==> config.mk <==
export PLATFORM = sky130hd
export DESIGN_NAME = ir_rx_capture
export DESIGN_NICKNAME = d
export VERILOG_FILES = /design/src/rtl/ir_rx_pkg.sv /design/src/rtl/ir_rx_tick.sv /design/src/rtl/ir_rx_packer.sv /design/src/rtl/ir_rx_fifo.sv /design/src/rtl/ir_rx_capture.sv
export SDC_FILE = /design/constraint.sdc
export NUM_CORES = 1
export LEC_CHECK = 0
export BUFFER_PORTS_ARGS = -buffer_cell sky130_fd_sc_hd__clkbuf_2
export CAP_MARGIN = 20
export CORE_MARGIN = 5
export CORE_UTILIZATION = 30
export CTS_CLUSTER_DIAMETER = 80
export CTS_CLUSTER_SIZE = 10
export DETAILED_ROUTE_END_ITERATION = 6
export GPL_TIMING_DRIVEN = 0
export HOLD_SLACK_MARGIN = 0.05
export RECOVER_POWER = 25
export SLEW_MARGIN = 10
export SYNTH_ARGS = -nofsm -noshare
export SYNTH_HDL_FRONTEND = slang
export SYNTH_SLANG_ARGS = --single-unit
export TNS_END_PERCENT = 50
==> constraint.sdc <==
create_clock -name clk -period 2.96 [get_ports clk]
set_input_delay 0.444 -clock clk [delete_from_list [all_inputs] [get_ports clk]]
set_output_delay 0.444 -clock clk [all_outputs]
set_load 0.02 [all_outputs]
==> src/rtl/ir_rx_pkg.sv <==
package ir_rx_pkg;

  typedef enum logic [1:0] {
    REG_DATA  = 2'd0,
    REG_STAT  = 2'd1,
    REG_CTRL  = 2'd2,
    REG_LIMIT = 2'd3
  } reg_addr_e;

  localparam int CMD_REARM_BIT = 6;
  localparam int CMD_FLUSH_BIT = 7;

  // control bits [3:0], bit 0 at the bottom
  typedef struct packed {
    logic ovr_ie;
    logic dav_ie;
    logic irq_en;
    logic rx_en;
  } ctrl_t;

  typedef enum logic {ST_WAIT, ST_CAPT} cap_state_e;

  // new sample enters at the top; after eight shifts the first one sits at bit 0
  function automatic logic [7:0] pack_next(logic [7:0] acc, logic s);
    return {s, acc[7:1]};
  endfunction

  function automatic logic all_space(logic [7:0] b);
    return b == 8'hFF;
  endfunction

endpackage

==> src/rtl/ir_rx_tick.sv <==
module ir_rx_tick #(
  parameter int SAMPLE_DIV = 8
) (
  input  logic clk,
  input  logic rst_n,
  input  logic en,
  output logic tick
);
  localparam int CW = (SAMPLE_DIV > 1) ? $clog2(SAMPLE_DIV) : 1;
  localparam logic [CW-1:0] LAST = CW'(SAMPLE_DIV - 1);

  logic [CW-1:0] cnt_q;

  always_ff @(posedge clk or negedge rst_n) begin
    if (!rst_n)             cnt_q <= '0;
    else if (!en)           cnt_q <= '0;
    else if (cnt_q == LAST) cnt_q <= '0;
    else                    cnt_q <= cnt_q + 1'b1;
  end

  assign tick = en && (cnt_q == LAST);
endmodule

==> src/rtl/ir_rx_packer.sv <==
module ir_rx_packer
  import ir_rx_pkg::*;
#(
  parameter int LIMIT_W = 8
) (
  input  logic               clk,
  input  logic               rst_n,
  input  logic               en,
  input  logic               tick,
  input  logic               line,
  input  logic               rearm,
  input  logic [LIMIT_W-1:0] limit,
  output logic               push,
  output logic [7:0]         byte_out,
  output logic               capturing
);
  localparam int RUN_W = LIMIT_W + 1;

  cap_state_e       state_q;
  logic [7:0]       acc_q;
  logic [2:0]       nbits_q;
  logic [RUN_W-1:0] run_q;

  logic [7:0]       acc_nxt;
  logic [RUN_W-1:0] run_nxt;
  logic             stop_now;
  logic             last_bit;

  assign acc_nxt   = pack_next(acc_q, line);
  assign capturing = (state_q == ST_CAPT);
  assign last_bit  = (nbits_q == 3'd7);
  assign push      = en && !rearm && tick && capturing && last_bit;
  assign byte_out  = acc_nxt;
  assign run_nxt   = all_space(acc_nxt) ? run_q + RUN_W'(1) : '0;
  assign stop_now  = run_nxt > {1'b0, limit};

  always_ff @(posedge clk or negedge rst_n) begin
    if (!rst_n) begin
      state_q <= ST_WAIT;
      acc_q   <= '0;
      nbits_q <= '0;
      run_q   <= '0;
    end else if (!en || rearm) begin
      state_q <= ST_WAIT;
      nbits_q <= '0;
      run_q   <= '0;
    end else if (tick) begin
      unique case (state_q)
        ST_WAIT: begin
          if (!line) begin
            state_q <= ST_CAPT;
            acc_q   <= acc_nxt;
            nbits_q <= 3'd1;
          end
        end
        ST_CAPT: begin
          acc_q   <= acc_nxt;
          nbits_q <= nbits_q + 3'd1;
          if (last_bit) begin
            if (stop_now) begin
              state_q <= ST_WAIT;
              run_q   <= '0;
            end else begin
              run_q   <= run_nxt;
            end
          end
        end
        default: state_q <= ST_WAIT;
      endcase
    end
  end
endmodule

==> src/rtl/ir_rx_fifo.sv <==
module ir_rx_fifo #(
  parameter int DEPTH = 16,
  localparam int AW   = (DEPTH > 1) ? $clog2(DEPTH) : 1,
  localparam int CW   = $clog2(DEPTH + 1)
) (
  input  logic          clk,
  input  logic          rst_n,
  input  logic          push,
  input  logic [7:0]    wdata,
  input  logic          pop,
  input  logic          clear,
  output logic [7:0]    rdata,
  output logic [CW-1:0] count,
  output logic          full,
  output logic          empty,
  output logic          drop
);
  localparam logic [AW-1:0] PTR_LAST = AW'(DEPTH - 1);

  logic [7:0]    mem_q [DEPTH];
  logic [AW-1:0] wr_ptr_q, rd_ptr_q;
  logic [CW-1:0] count_q;
  logic          do_push, do_pop;

  assign full    = (count_q == CW'(DEPTH));
  assign empty   = (count_q == '0);
  assign do_push = push && !full && !clear;
  assign do_pop  = pop && !empty && !clear;
  assign drop    = push && full && !clear;
  assign count   = count_q;
  assign rdata   = mem_q[rd_ptr_q];

  always_ff @(posedge clk) begin
    if (do_push) mem_q[wr_ptr_q] <= wdata;
  end

  always_ff @(posedge clk or negedge rst_n) begin
    if (!rst_n) begin
      wr_ptr_q <= '0;
      rd_ptr_q <= '0;
      count_q  <= '0;
    end else if (clear) begin
      wr_ptr_q <= '0;
      rd_ptr_q <= '0;
      count_q  <= '0;
    end else begin
      if (do_push) wr_ptr_q <= (wr_ptr_q == PTR_LAST) ? '0 : wr_ptr_q + 1'b1;
      if (do_pop)  rd_ptr_q <= (rd_ptr_q == PTR_LAST) ? '0 : rd_ptr_q + 1'b1;
      case ({do_push, do_pop})
        2'b10:   count_q <= count_q + 1'b1;
        2'b01:   count_q <= count_q - 1'b1;
        default: count_q <= count_q;
      endcase
    end
  end
endmodule

==> src/rtl/ir_rx_capture.sv <==
module ir_rx_capture
  import ir_rx_pkg::*;
#(
  parameter int SAMPLE_DIV = 8,
  parameter int FIFO_DEPTH = 16,
  parameter int LIMIT_W    = 8,
  parameter logic [LIMIT_W-1:0] LIMIT_RST = LIMIT_W'(15)
) (
  input  logic       clk,
  input  logic       rst_n,
  input  logic       ir_line,
  input  logic       bus_wr,
  input  logic       bus_rd,
  input  logic [1:0] bus_addr,
  input  logic [7:0] bus_wdata,
  output logic [7:0] bus_rdata,
  output logic       irq
);
  localparam int CNT_W = $clog2(FIFO_DEPTH + 1);

  reg_addr_e          addr;
  ctrl_t              ctrl_q;
  logic [LIMIT_W-1:0] limit_q;
  logic               ovr_q;

  // named internal events
  logic               ctrl_wr, limit_wr;
  logic               cmd_rearm, fifo_flush, fifo_pop, status_rd;
  logic               sample_tick, byte_push, capturing;
  logic [7:0]         byte_data, fifo_rdata, status_byte;
  logic [CNT_W-1:0]   fifo_count;
  logic               fifo_full, fifo_empty, fifo_drop;

  assign addr       = reg_addr_e'(bus_addr);
  assign ctrl_wr    = bus_wr && (addr == REG_CTRL);
  assign limit_wr   = bus_wr && (addr == REG_LIMIT);
  assign cmd_rearm  = ctrl_wr && bus_wdata[CMD_REARM_BIT];
  assign fifo_flush = ctrl_wr && (bus_wdata[CMD_FLUSH_BIT] || bus_wdata[CMD_REARM_BIT]);
  assign fifo_pop   = bus_rd && (addr == REG_DATA);
  assign status_rd  = bus_rd && (addr == REG_STAT);

  always_ff @(posedge clk or negedge rst_n) begin
    if (!rst_n) begin
      ctrl_q  <= '0;
      limit_q <= LIMIT_RST;
      ovr_q   <= 1'b0;
    end else begin
      if (ctrl_wr)        ctrl_q  <= ctrl_t'(bus_wdata[3:0]);
      if (limit_wr)       limit_q <= bus_wdata[LIMIT_W-1:0];
      if (fifo_drop)      ovr_q   <= 1'b1;
      else if (status_rd) ovr_q   <= 1'b0;
    end
  end

  ir_rx_tick #(.SAMPLE_DIV(SAMPLE_DIV)) u_tick (
    .clk  (clk),
    .rst_n(rst_n),
    .en   (ctrl_q.rx_en),
    .tick (sample_tick)
  );

  ir_rx_packer #(.LIMIT_W(LIMIT_W)) u_packer (
    .clk      (clk),
    .rst_n    (rst_n),
    .en       (ctrl_q.rx_en),
    .tick     (sample_tick),
    .line     (ir_line),
    .rearm    (cmd_rearm),
    .limit    (limit_q),
    .push     (byte_push),
    .byte_out (byte_data),
    .capturing(capturing)
  );

  ir_rx_fifo #(.DEPTH(FIFO_DEPTH)) u_fifo (
    .clk  (clk),
    .rst_n(rst_n),
    .push (byte_push),
    .wdata(byte_data),
    .pop  (fifo_pop),
    .clear(fifo_flush),
    .rdata(fifo_rdata),
    .count(fifo_count),
    .full (fifo_full),
    .empty(fifo_empty),
    .drop (fifo_drop)
  );

  assign status_byte = {!fifo_empty, ovr_q, 6'(fifo_count)};

  always_comb begin
    bus_rdata = 8'h00;
    if (bus_rd) begin
      unique case (addr)
        REG_DATA:  bus_rdata = fifo_empty ? 8'h00 : fifo_rdata;
        REG_STAT:  bus_rdata = status_byte;
        REG_CTRL:  bus_rdata = {4'h0, ctrl_q};
        REG_LIMIT: bus_rdata = 8'(limit_q);
        default:   bus_rdata = 8'h00;
      endcase
    end
  end

  assign irq = ctrl_q.irq_en &&
               ((ctrl_q.dav_ie && !fifo_empty) || (ctrl_q.ovr_ie && ovr_q));
endmodule

==> results of run 1 <==
-- cell families (layout without fill, tap and decap cells) --
family,count (synthesis),in the layout,synth area share
XOR/XNOR,11,11,0.0121
AND/OR/NAND/NOR,141,141,0.0914
multiplexers,55,55,0.122
AO/OA/AOI/OAI,97,97,0.0847
adder cells (fa/ha/maj),20,20,0.0315
buffers and inverters,38,108,0.0195
flip-flops,177,177,0.638
-- worst max-delay path by stage --
stage | start | end | cells past startpoint
floorplan | u_fifo.count[1] | u_fifo.count[4] | 11
global placement | u_packer.acc_q[6] | u_packer.run_q[4] | 10
detailed placement | u_packer.acc_q[1] | u_packer.run_q[3] | 10
CTS | u_fifo.count[1] | u_fifo.count[4] | 11
global route | u_fifo.rd_ptr_q[0] | bus_rdata[6] | 7
finish | u_fifo.rd_ptr_q[0] | bus_rdata[6] | 7
-- layout by cell type, fill, tap and decap left out, types with 8 or more instances in the layout --
master / count
sky130_fd_sc_hd__buf_4: 15
sky130_fd_sc_hd__dfrtp_1: 38
sky130_fd_sc_hd__nand3_1: 9
sky130_fd_sc_hd__a22o_1: 9
sky130_fd_sc_hd__and2_1: 23
sky130_fd_sc_hd__buf_2: 9
sky130_fd_sc_hd__nor2_1: 28
sky130_fd_sc_hd__edfxtp_1: 128
sky130_fd_sc_hd__mux2_2: 18
sky130_fd_sc_hd__clkbuf_1: 8
sky130_fd_sc_hd__clkbuf_16: 17
sky130_fd_sc_hd__a21oi_1: 20
sky130_fd_sc_hd__nand2_1: 43
sky130_fd_sc_hd__clkbuf_2: 21
sky130_fd_sc_hd__inv_1: 14
sky130_fd_sc_hd__ha_1: 18
sky130_fd_sc_hd__mux4_2: 32
sky130_fd_sc_hd__o21ai_0: 12
-- worst max-delay path: stages (launching register included) --
cell	delay, ps
sky130_fd_sc_hd__dfrtp_1	400
sky130_fd_sc_hd__buf_12	150
sky130_fd_sc_hd__buf_12	150
sky130_fd_sc_hd__mux4_2	520
sky130_fd_sc_hd__a22o_4	260
sky130_fd_sc_hd__a221oi_4	270
sky130_fd_sc_hd__o21ai_1	100
sky130_fd_sc_hd__buf_2	160
-- power by group through the flow --
stage	sequential (mW)	clock (mW)	combinational, mW
after floorplan	2.84	0	0.810
after global placement	2.87	0	1.09
after detailed placement	2.87	0	1.10
after CTS	2.82	2.20	1.20
after global routing	2.84	2.31	1.33
final	2.82	2.15	1.23
-- area by class of cell --
cell class                      instances  area (um^2)
Buffer                                 23          159
Clock buffer                           17          425
Clock inverter                         15          149
Fill cell                            2497        16700
Inverter                               14         52.6
Multi-Input combinational cell        324         2780
Sequential cell                       177         5100
Tap cell                              335          419
Timing Repair Buffer                   39          229
-- per-layer routing --
layer	share of wire	wire, um
met1	0.46	7950
met4	0.012	206
met3	0.045	783
met5	0	0
met2	0.48	8350
-- flip-flops by register name (all words and copies together) (netlist names) --
name,cells
u_packer.nbits_q,3
u_fifo.mem_q,128
limit_q,8
u_fifo.wr_ptr_q,4
ctrl_q,4
u_packer.run_q,9
u_packer.capturing,1
u_fifo.count,5
u_fifo.rd_ptr_q,4
ovr_q,1
u_tick.cnt_q,3
u_packer.acc_q,7
-- what timing repair did --
action,CTS,global route
setup buffers,5,12
pin swaps,0,3
endpoints found under the setup margin,18,73
resized for setup,36,18
-- stage by stage --
stage               power [mW]  setup slack [ps]
floorplan                 3.65               251
global placement          3.96              -468
detailed placement        3.97              -518
CTS                       6.23             -4.24
global route              6.48             -42.7
finish                    6.20              69.2
==> summary.txt, run 1 <==
Clock network
  – Library cell used as clock root buffer: sky130_fd_sc_hd__clkbuf_16
  – Worst-path clk slew: about 70 ps
  – Clock buffer depth: 2
  – Deepest level of the CTS H-tree: 4
  – Clock tree from TritonCTS: built
  – Clock sink count: roughly 180
  – Skew-Pair Late Insertion Delay: between 400 and 500 ps
  – Hold-fix buffers at CTS: 0
  – Number of buffers created by CTS: 17

Global routing
  – Wire length of the first global-routing pass: 27600 um
  – Met1 capacity usage during global routing: 0.162
  – Met3 GRT Util: 0.0236
  – Maximum number of pins on one net before global-route repair: 50
  – Met2 GRT Util: 0.188
  – Overall fraction of global-route tracks in use: 0.117
  – Vias in the first global route: 4770
  – Overflow left after global routing: 0
  – Initial antenna violation count: 0
  – Busiest layer in global routing: met2

Layout
  – Area added between synthesis and finish: 17.2%
  – Antenna cells: 0
  – Count of placed standard cells in the final layout, fillers left out: 944
  – Final layout net count: approximately 630
  – Final standard cell utilization of the core: 0.358
  – Fraction of final layout cells with drive strength greater than 1: 0.261
  – Final standard cell area without fillers: 0.00932 mm^2

STA
  – Setup repair after global routing missed its margin: true
  – Final count of hold timing violations: 0
  – Worst-case hold slack: 247 ps
  – Clock Skews: about 9.4 ps
  – Setup TNS: 0 ps
  – Max Freq: 346 MHz
  – Final Slew Violations: 0
  – Slew margin rel.: 0.163
  – Post-route minimum period: around 2900 ps
  – Total setup violations reported at the end of the flow: 0
  – Final critical-path share of the clock period: 0.977
  – Worst slew pin tran: about 1300 ps

Power
  – Clock group share of total power: 0.347
  – Power Internal: ~4.4 mW
  – Peak supply drop: 0.337 mV
  – P per Cell Area: 666 mW/mm^2
  – Share of total power in sequential cells: 0.455
  – Net switching power: 1.82 mW
  – Relative contribution of combinational cells to total power: 0.198
  – Lkg Pwr: 3.30 nW
  – Proportion of total power due to net switching: 0.293

Routing
  – Iter 0 DRT Violations: 370
  – Via/cell ratio: between 5 and 6
  – DRC violation count after routing: 0
  – Vias after detailed routing: 4778
  – Routed length per placed instance: between 15 and 20 um
  – Total Wirelength: between 15000 and 20000 um
  – First-pass DRT Iterations: 5
  – Antenna-violating nets left: 0

Outcome
  – Status: finished clean

Worst setup path
  – Crit. End Element: primary output
  – Reg-to-reg critical path endpoint: u_fifo.count[4]
  – Worst setup SP type: register
  – Arrival time of the worst setup path: 2450 ps
  – Data required time of the worst path: 2520 ps
  – Largest driver fanout on the critical path: 10
  – Reg2Reg Setup Slack: 140 ps
  – FF-to-FF path depth: 11
  – Beginning of the worst register-to-register path: u_fifo.count[1]
  – Crit path kind: reg2out

Yosys
  – Top cells by instance count after synthesis: 128 x sky130_fd_sc_hd__edfxtp_1, 45 x sky130_fd_sc_hd__dfrtp_1, 43 x sky130_fd_sc_hd__nand2_1
  – Post-synthesis cell area: slightly below 0.008 mm^2
  – Top FF cell, synth: sky130_fd_sc_hd__edfxtp_1
  – Largest area contributor in the synthesized netlist: sky130_fd_sc_hd__edfxtp_1
  – Yosys reg bits: approximately 180
  – Async set-reset flop share out of synthesis: 0.277
  – Count of mapped cells out of synthesis: 539
  – Synth top area cells: sky130_fd_sc_hd__edfxtp_1 48%, sky130_fd_sc_hd__dfrtp_1 14%, sky130_fd_sc_hd__mux4_2 9.1%
  – Synth Area per Inst: 14.7 um^2
  – Number of enable flip-flop cells after synthesis: 128
  – Total nets after synthesis: 574
  – Part of the Yosys area used for sequential elements: 0.638
  – Library cell with the highest instance count after synthesis: sky130_fd_sc_hd__edfxtp_1
  – Number of warnings printed during yosys synthesis: 0
  – Portion of synthesized cell area occupied by the leading cell type: 0.483
  – Number of distinct library cells after synthesis: 54

Placement
  – Count of buffers from port buffering: 22
  – Total cell area at the placement stage: between 0.008 and 0.009 mm^2
  – Half-perimeter wire length after detailed placement: 12000 um
  – Total instance count after detailed placement: 896
  – Gp weighted congestion: 0.834

Die
  – Vertical extent of the die: roughly 170 um
  – Die X-Extent: 173 um
  – Die footprint: 0.0299 mm^2
  – Placement row count: 59
  – Total I/O pin count: 24
  – Placeable core region: 0.0261 mm^2
  – Effective utilization at floorplan: 0.305

Run
  – Max-capacitance violation count: 0

Min path
  – Hold path cells: 2
  – Launch point of the worst hold path: bus_wdata[4]
  – Path class of the lowest-slack min-delay path: in2reg
  – Hold Crit Endpoint: limit_q[4]
(Power assumes the default switching activity.)
==> inputs of run 2 (changes only) <==
--- a/config.mk
+++ b/config.mk
@@ -16,4 +16,5 @@
 export HOLD_SLACK_MARGIN = 0.05
 export RECOVER_POWER = 25
+export SETUP_SLACK_MARGIN = 0.1
 export SLEW_MARGIN = 10
 export SYNTH_ARGS = -nofsm -noshare
==> constraint.sdc (replaced) <==
create_clock -name clk -period 2.96 [get_ports clk]
set_input_delay 0.444 -clock clk [delete_from_list [all_inputs] [get_ports clk]]
set_output_delay 0.444 -clock clk [all_outputs]
set_load 0.1 [all_outputs]
==> run 2 against run 1 <==
Net effect: setup slack worse by 4.5 ps; final cell count up 0.21%; wire length grew 6.6%; critical path depth unchanged; global-route usage rose by 0.73 points; fmax fell by 0.15%; non-clock buffer count increased by 1; highest routed layer unchanged; sequential share of layout area is 1.7 points lower; power grew 8.5%; die area stayed put.
==> summary.txt, run 2 (synthesis gave the netlist of run 1 again) <==
Die
  – Placeable core region: 0.0261 mm^2 (unchanged)
  – Effective utilization at floorplan: 0.305 (unchanged)
  – Placement row count: 59 (unchanged)
  – Vertical extent of the die: 173 um (unchanged)
  – Die footprint: 0.0299 mm^2 (unchanged)
  – Die X-Extent: 173 um (unchanged)
  – Total I/O pin count: 24 (unchanged)

STA
  – Worst-case hold slack: 242 ps (-5.05 ps)
  – Max Freq: 345 MHz (-0.15%)
  – Total setup violations reported at the end of the flow: 0 (unchanged)
  – Post-route minimum period: 2900 ps (+4.49 ps)
  – Final Slew Violations: 0 (unchanged)
  – Worst slew pin tran: 1270 ps (+10.8 ps)
  – Setup repair after global routing missed its margin: true
  – Final critical-path share of the clock period: 0.978 (+0.00152)
  – Final count of hold timing violations: 0 (unchanged)
  – Worst Setup Slack, final: 64.7 ps (-4.49 ps)
  – Slew margin rel.: 0.155 (-0.00718)
  – Clock Skews: 18.2 ps (+8.79 ps)

Layout
  – Max FFs per register: 128 (unchanged)
  – Commonest cells after routing, fill and taps aside: 128 x sky130_fd_sc_hd__edfxtp_1, 43 x sky130_fd_sc_hd__nand2_1, 37 x sky130_fd_sc_hd__dfrtp_1, 32 x sky130_fd_sc_hd__mux4_2, 25 x sky130_fd_sc_hd__nor2_1
  – Largest registers: u_fifo.mem_q: 128 flops, u_packer.run_q: 9 flops, limit_q: 8 flops
  – Final layout net count: 633 (+0.32%)
  – Area added between synthesis and finish: 20.9%
  – Fraction of final layout cells with drive strength greater than 1: 0.309 (+0.0482)
  – Leading cell type in the layout, fill and taps excluded: sky130_fd_sc_hd__edfxtp_1
  – Antenna cells: 0 (unchanged)
  – Top reg by flops: u_fifo.mem_q

Clock network
  – Library cell used as clock root buffer: sky130_fd_sc_hd__clkbuf_16
  – Hold-fix buffers at CTS: 0 (unchanged)
  – Clock tree from TritonCTS: built
  – Deepest level of the CTS H-tree: 4 (unchanged)
  – Skew-Pair Late Insertion Delay: 430 ps (about the same)
  – Worst-path clk slew: 70 ps (about the same)
  – Number of buffers created by CTS: 17 (unchanged)
  – Clock sink count: 177 (unchanged)
  – Clock buffer depth: 2 (unchanged)

Routing
  – Via/cell ratio: 5.15 (+1.7%)
  – Routed length per placed instance: 19.5 um (+6.4%)
  – Antenna-violating nets left: 0 (unchanged)
  – First-pass DRT Iterations: 5 (unchanged)
  – Total Wirelength: 18400 um (+6.6%)
  – Vias after detailed routing: 4868 (+1.9%)
  – Iter 0 DRT Violations: 358 (-3.2%)
  – DRC violation count after routing: 0 (unchanged)

Placement
  – Count of buffers from port buffering: 22 (unchanged)
  – Gp weighted congestion: 0.790 (-5.3%)
  – Worst slack, placed: -447 ps (+71.0 ps)
  – Half-perimeter wire length after detailed placement: 12200 um (+2.0%)

Global routing
  – Wire length of the first global-routing pass: 28900 um (+4.8%)
  – Overflow left after global routing: 0 (unchanged)
  – Maximum number of pins on one net before global-route repair: 50 (unchanged)
  – Initial antenna violation count: 0 (unchanged)
  – Overall fraction of global-route tracks in use: 0.124 (+0.00734)
  – Vias in the first global route: 4894 (+2.6%)

Worst setup path
  – Worst setup SP type: register
  – Crit. End Element: primary output
  – Largest driver fanout on the critical path: 8 (-2)
  – Reg-to-reg critical path endpoint: u_fifo.count[4]
  – Data required time of the worst path: 2520 ps (about the same)
  – FF-to-FF path depth: 11 (unchanged)
  – Arrival time of the worst setup path: 2450 ps (about the same)
  – Beginning of the worst register-to-register path: u_fifo.count[2]
  – Crit path kind: reg2out
  – Reg2Reg Setup Slack: 230 ps (+90 ps)

Outcome
  – Status: finished clean

Min path
  – Launch point of the worst hold path: bus_wdata[4]
  – Hold path cells: 2 (unchanged)
  – Hold Crit Endpoint: limit_q[4]
  – Path class of the lowest-slack min-delay path: in2reg

Power
  – Lkg Pwr: 3.41 nW (+3.3%)
  – Final total power: 6.73 mW (+8.5%)
  – Peak supply drop: 0.484 mV (+44%)
  – P per Cell Area: 700 mW/mm^2 (+5.2%)

Run
  – Max-capacitance violation count: 0 (unchanged)
run 2: final cells by class:
cell class	count	area [um^2]
plain buffers	24	188
clock buffers	21	470
clock inverters	11	143
fillers	2418	16400
inverters	14	52.6
multi-input cells	325	2900
flip-flops and latches	177	5100
well taps	335	419
repair buffers	39	338
run 2: repair_timing:
action	4_1_cts	5_1_grt
setup buffers	11	5
gates resized for setup	67	40
pin swaps	6	11
gates cloned	0	2
setup endpoints to repair	26	103
run 2: per-layer routing:
layer,share of wire,GRT usage
met3,0.045,0.0266
met1,0.45,0.169
met4,0.012,0.0396
met2,0.49,0.200
met5,0,0
run 2: how the worst max path moves through the flow:
| stage | startpoint | to | depth (start not counted) |
|---|---|---|---|
| finish | u_fifo.rd_ptr_q[0] | bus_rdata[0] | 7 |
| global route | u_fifo.rd_ptr_q[0] | bus_rdata[6] | 7 |
| CTS | u_fifo.rd_ptr_q[0] | bus_rdata[3] | 7 |
| detailed placement | u_packer.acc_q[2] | u_packer.run_q[4] | 10 |
| global placement | u_fifo.rd_ptr_q[1] | bus_rdata[5] | 7 |
| floorplan | u_fifo.rd_ptr_q[1] | bus_rdata[3] | 6 |
run 2: critical path, cell delays in order (launching register included):
cell	delay, ps
sky130_fd_sc_hd__dfrtp_1	390
sky130_fd_sc_hd__buf_12	170
sky130_fd_sc_hd__buf_12	140
sky130_fd_sc_hd__mux4_2	520
sky130_fd_sc_hd__a22o_1	290
sky130_fd_sc_hd__o21ai_1	170
sky130_fd_sc_hd__a21oi_1	110
sky130_fd_sc_hd__clkbuf_8	240
run 2: per-stage QoR:
step	TNS (ps)	cell area (um^2)	util	std cells
2_1_floorplan	-1570	7960	-	539
3_3_place_gp	-6320	8490	0.326	896
3_5_place_dp	-6690	8500	0.326	896
4_1_cts	0	9420	0.361	939
5_1_grt	-28.2	9620	0.369	946
6_report	0	9620	0.369	946
run 2: where the power goes:
group / internal (mW) / total (mW) / switching, mW
clock: 1.34 / 2.33 / 0.991
sequential: 2.73 / 2.82 / 0.0940
combinational: 0.680 / 1.58 / 0.899
total: 4.75 / 6.73 / 1.98
==> inputs of run 3 (changes only) <==
Settings changed: SETUP_SLACK_MARGIN 0.1 to not set.
==> run 3 against run 2 <==
Net effect: combinational power is 3% lower; die area unchanged; cell area down 0.91%; global-route usage fell by 0.098 points; power shrank 0.55%; core utilization decreased by 0.34 points; critical path depth rose by 1; sequential cell count unchanged; sequential share of layout area grew 0.47 points; non-clock buffer count is 2 higher; critical path type unchanged; critical endpoint is now bus_rdata[3].
==> summary.txt, run 3 (synthesis gave the netlist of run 1 again) <==
Outcome
  – Status: finished clean

Layout
  – Final standard cell utilization of the core: 0.366 (-0.00336)
  – Final layout net count: 634 (+0.16%)
  – Count of placed standard cells in the final layout, fillers left out: 947 (+0.11%)
  – Antenna cells: 0 (unchanged)
  – # fillers: 2434 (+0.66%)
  – FF/Latch Area: 0.00510 mm^2 (about the same)
  – Final standard cell area without fillers: 0.00953 mm^2 (-0.91%)
  – Commonest cells after routing, fill and taps aside: 128 x sky130_fd_sc_hd__edfxtp_1, 43 x sky130_fd_sc_hd__nand2_1, 38 x sky130_fd_sc_hd__dfrtp_1, 32 x sky130_fd_sc_hd__mux4_2, 28 x sky130_fd_sc_hd__nor2_1
  – Top reg by flops: u_fifo.mem_q
  – Leading cell type in the layout, fill and taps excluded: sky130_fd_sc_hd__edfxtp_1
  – Fraction of final layout cells with drive strength greater than 1: 0.288 (-0.0217)
  – Largest registers: u_fifo.mem_q: 128 flops, u_packer.run_q: 9 flops, limit_q: 8 flops
  – Area added between synthesis and finish: 19.8%
  – Multi-input gate area in the final layout: 0.00282 mm^2 (-2.9%)
  – Max FFs per register: 128 (unchanged)

Routing
  – Iter 0 DRT Violations: 366 (+2.2%)
  – Total Wirelength: 18400 um (-0.25%)
  – Routed length per placed instance: 19.4 um (-0.35%)
  – Vias after detailed routing: 4770 (-2.0%)
  – Antenna-violating nets left: 0 (unchanged)
  – First-pass DRT Iterations: 4 (-1)
  – DRC violation count after routing: 0 (unchanged)
  – Via/cell ratio: 5.04 (-2.1%)

Clock network
  – Deepest level of the CTS H-tree: 4 (unchanged)
  – Clock sink count: 177 (unchanged)
  – Hold-fix buffers at CTS: 0 (unchanged)
  – Clock buffer depth: 2 (unchanged)
  – Skew-Pair Late Insertion Delay: 430 ps (about the same)
  – Worst-path clk slew: 70 ps (about the same)
  – Number of buffers created by CTS: 17 (unchanged)
  – Library cell used as clock root buffer: sky130_fd_sc_hd__clkbuf_16
  – Clock tree from TritonCTS: built

Global routing
  – Overflow left after global routing: 0 (unchanged)
  – Vias in the first global route: 4842 (-1.1%)
  – Wire length of the first global-routing pass: 28700 um (-0.67%)
  – Maximum number of pins on one net before global-route repair: 50 (unchanged)
  – Initial antenna violation count: 0 (unchanged)
  – Overall fraction of global-route tracks in use: 0.123 (-0.000977)

Worst setup path
  – Data required time of the worst path: 2520 ps (about the same)
  – Worst setup SP type: register
  – Largest driver fanout on the critical path: 8 (unchanged)
  – Crit path kind: reg2out
  – Crit. End Element: primary output
  – Arrival time of the worst setup path: 2480 ps (+30 ps)
  – Reg2Reg Setup Slack: 90 ps (-140 ps)

STA
  – Final critical-path share of the clock period: 0.988 (+0.00975)
  – Worst slew pin tran: 1270 ps (+5.12 ps)
  – Worst Setup Slack, final: 35.8 ps (-28.9 ps)
  – Final Slew Violations: 0 (unchanged)
  – Clock Skews: 12.7 ps (-5.53 ps)
  – Post-route minimum period: 2920 ps (+28.9 ps)
  – Worst-case hold slack: 236 ps (-6.01 ps)
  – Setup TNS: 0 ps (unchanged)
  – Final count of hold timing violations: 0 (unchanged)
  – Slew margin rel.: 0.152 (-0.00341)
  – Max Freq: 342 MHz (-0.99%)
  – Setup repair after global routing missed its margin: true
  – Total setup violations reported at the end of the flow: 0 (unchanged)

Placement
  – Total cell area at the placement stage: 0.00850 mm^2 (unchanged)
  – Gp weighted congestion: 0.790 (unchanged)
  – Count of buffers from port buffering: 22 (unchanged)
  – Total instance count after detailed placement: 896 (unchanged)
  – Worst slack, placed: -447 ps (unchanged)
  – Half-perimeter wire length after detailed placement: 12200 um (unchanged)

Power
  – Share of total power in sequential cells: 0.423 (+0.004)
  – Proportion of total power due to net switching: 0.294 (-0.000588)
  – Lkg Pwr: 3.39 nW (-0.58%)
  – Clock group share of total power: 0.347 (about the same)
  – Final total power: 6.69 mW (-0.55%)
  – Net switching power: 1.97 mW (-0.74%)
  – Power Internal: 4.72 mW (-0.46%)
  – P per Cell Area: 703 mW/mm^2 (+0.37%)
  – Peak supply drop: 0.449 mV (-7.1%)
  – Relative contribution of combinational cells to total power: 0.230 (-0.005)

Die
  – Placement row count: 59 (unchanged)
  – Die X-Extent: 173 um (unchanged)
  – Die footprint: 0.0299 mm^2 (unchanged)
  – Effective utilization at floorplan: 0.305 (unchanged)
  – Vertical extent of the die: 173 um (unchanged)
  – Placeable core region: 0.0261 mm^2 (unchanged)
  – Total I/O pin count: 24 (unchanged)

Run
  – Max-capacitance violation count: 0 (unchanged)

Min path
  – Path class of the lowest-slack min-delay path: in2reg
==> run 3: cell types whose count changed in the layout (fill, tap and decap cells not counted), moves of 2 or more <==
cell	before	now
sky130_fd_sc_hd__o41ai_2	4	0
sky130_fd_sc_hd__buf_8	1	4
sky130_fd_sc_hd__buf_6	2	0
sky130_fd_sc_hd__nor2_2	3	0
sky130_fd_sc_hd__o41ai_1	2	6
sky130_fd_sc_hd__a22o_1	10	8
sky130_fd_sc_hd__a22o_4	0	2
sky130_fd_sc_hd__nor2_1	25	28
sky130_fd_sc_hd__buf_4	12	18
sky130_fd_sc_hd__clkbuf_4	3	1
sky130_fd_sc_hd__buf_12	6	4
==> run 3: layer usage <==
metal  wire length (um)  track usage  vias up  share of wire
met3                790       0.0229       14          0.043
met1               8390        0.170     2434           0.46
met2               8980        0.199      112           0.49
met4                229       0.0383        0          0.012
li1                   -            -     2210              -
met5                  0            0        -              0
==> run 3: power groups by stage <==
stage | logic, mW | registers [mW] | clock network (mW)
after floorplan | 0.965 | 2.84 | 0
after global placement | 1.25 | 2.87 | 0
after detailed placement | 1.26 | 2.87 | 0
after CTS | 1.43 | 2.82 | 2.35
after global routing | 1.66 | 2.84 | 2.47
final | 1.54 | 2.83 | 2.32
==> run 3: worst max-delay path, stage by stage (launching register included) <==
cell and delay [ps]:
sky130_fd_sc_hd__dfrtp_1 390, sky130_fd_sc_hd__buf_12 160, sky130_fd_sc_hd__buf_12 130, sky130_fd_sc_hd__buf_4 110, sky130_fd_sc_hd__mux4_2 490, sky130_fd_sc_hd__a22o_1 280, sky130_fd_sc_hd__o21ai_1 140, sky130_fd_sc_hd__a21oi_1 110
sky130_fd_sc_hd__clkbuf_8 240
==> run 3: final timing paths <==
kind | start | depth (start not counted) | to
min | bus_wdata[4] | 2 | limit_q[4]
min in group asynchronous | rst_n | 1 | limit_q[4]
min reg2reg | u_tick.cnt_q[0] | 1 | u_tick.cnt_q[0]
max reg2reg | u_fifo.count[1] | 11 | u_fifo.count[4]
max | u_fifo.rd_ptr_q[0] | 8 | bus_rdata[3]
max in group asynchronous | rst_n | 1 | u_packer.acc_q[6]
==> run 3: layout make-up <==
class,count,share of cell area
plain buffers,22,0.0177
clock inverters,11,0.0150
flip-flops and latches,177,0.535
clock buffers,21,0.0494
repair buffers,43,0.0373
inverters,14,0.00552
multi-input cells,324,0.296
well taps,335,0.0440
==> run 3: timing repair <==
action / CTS / global route
pin swaps: 0 / 7
buffers inserted: 4 / 16
resized for setup: 53 / 26
cloned: 0 / 1
endpoints found under the setup margin: 18 / 73
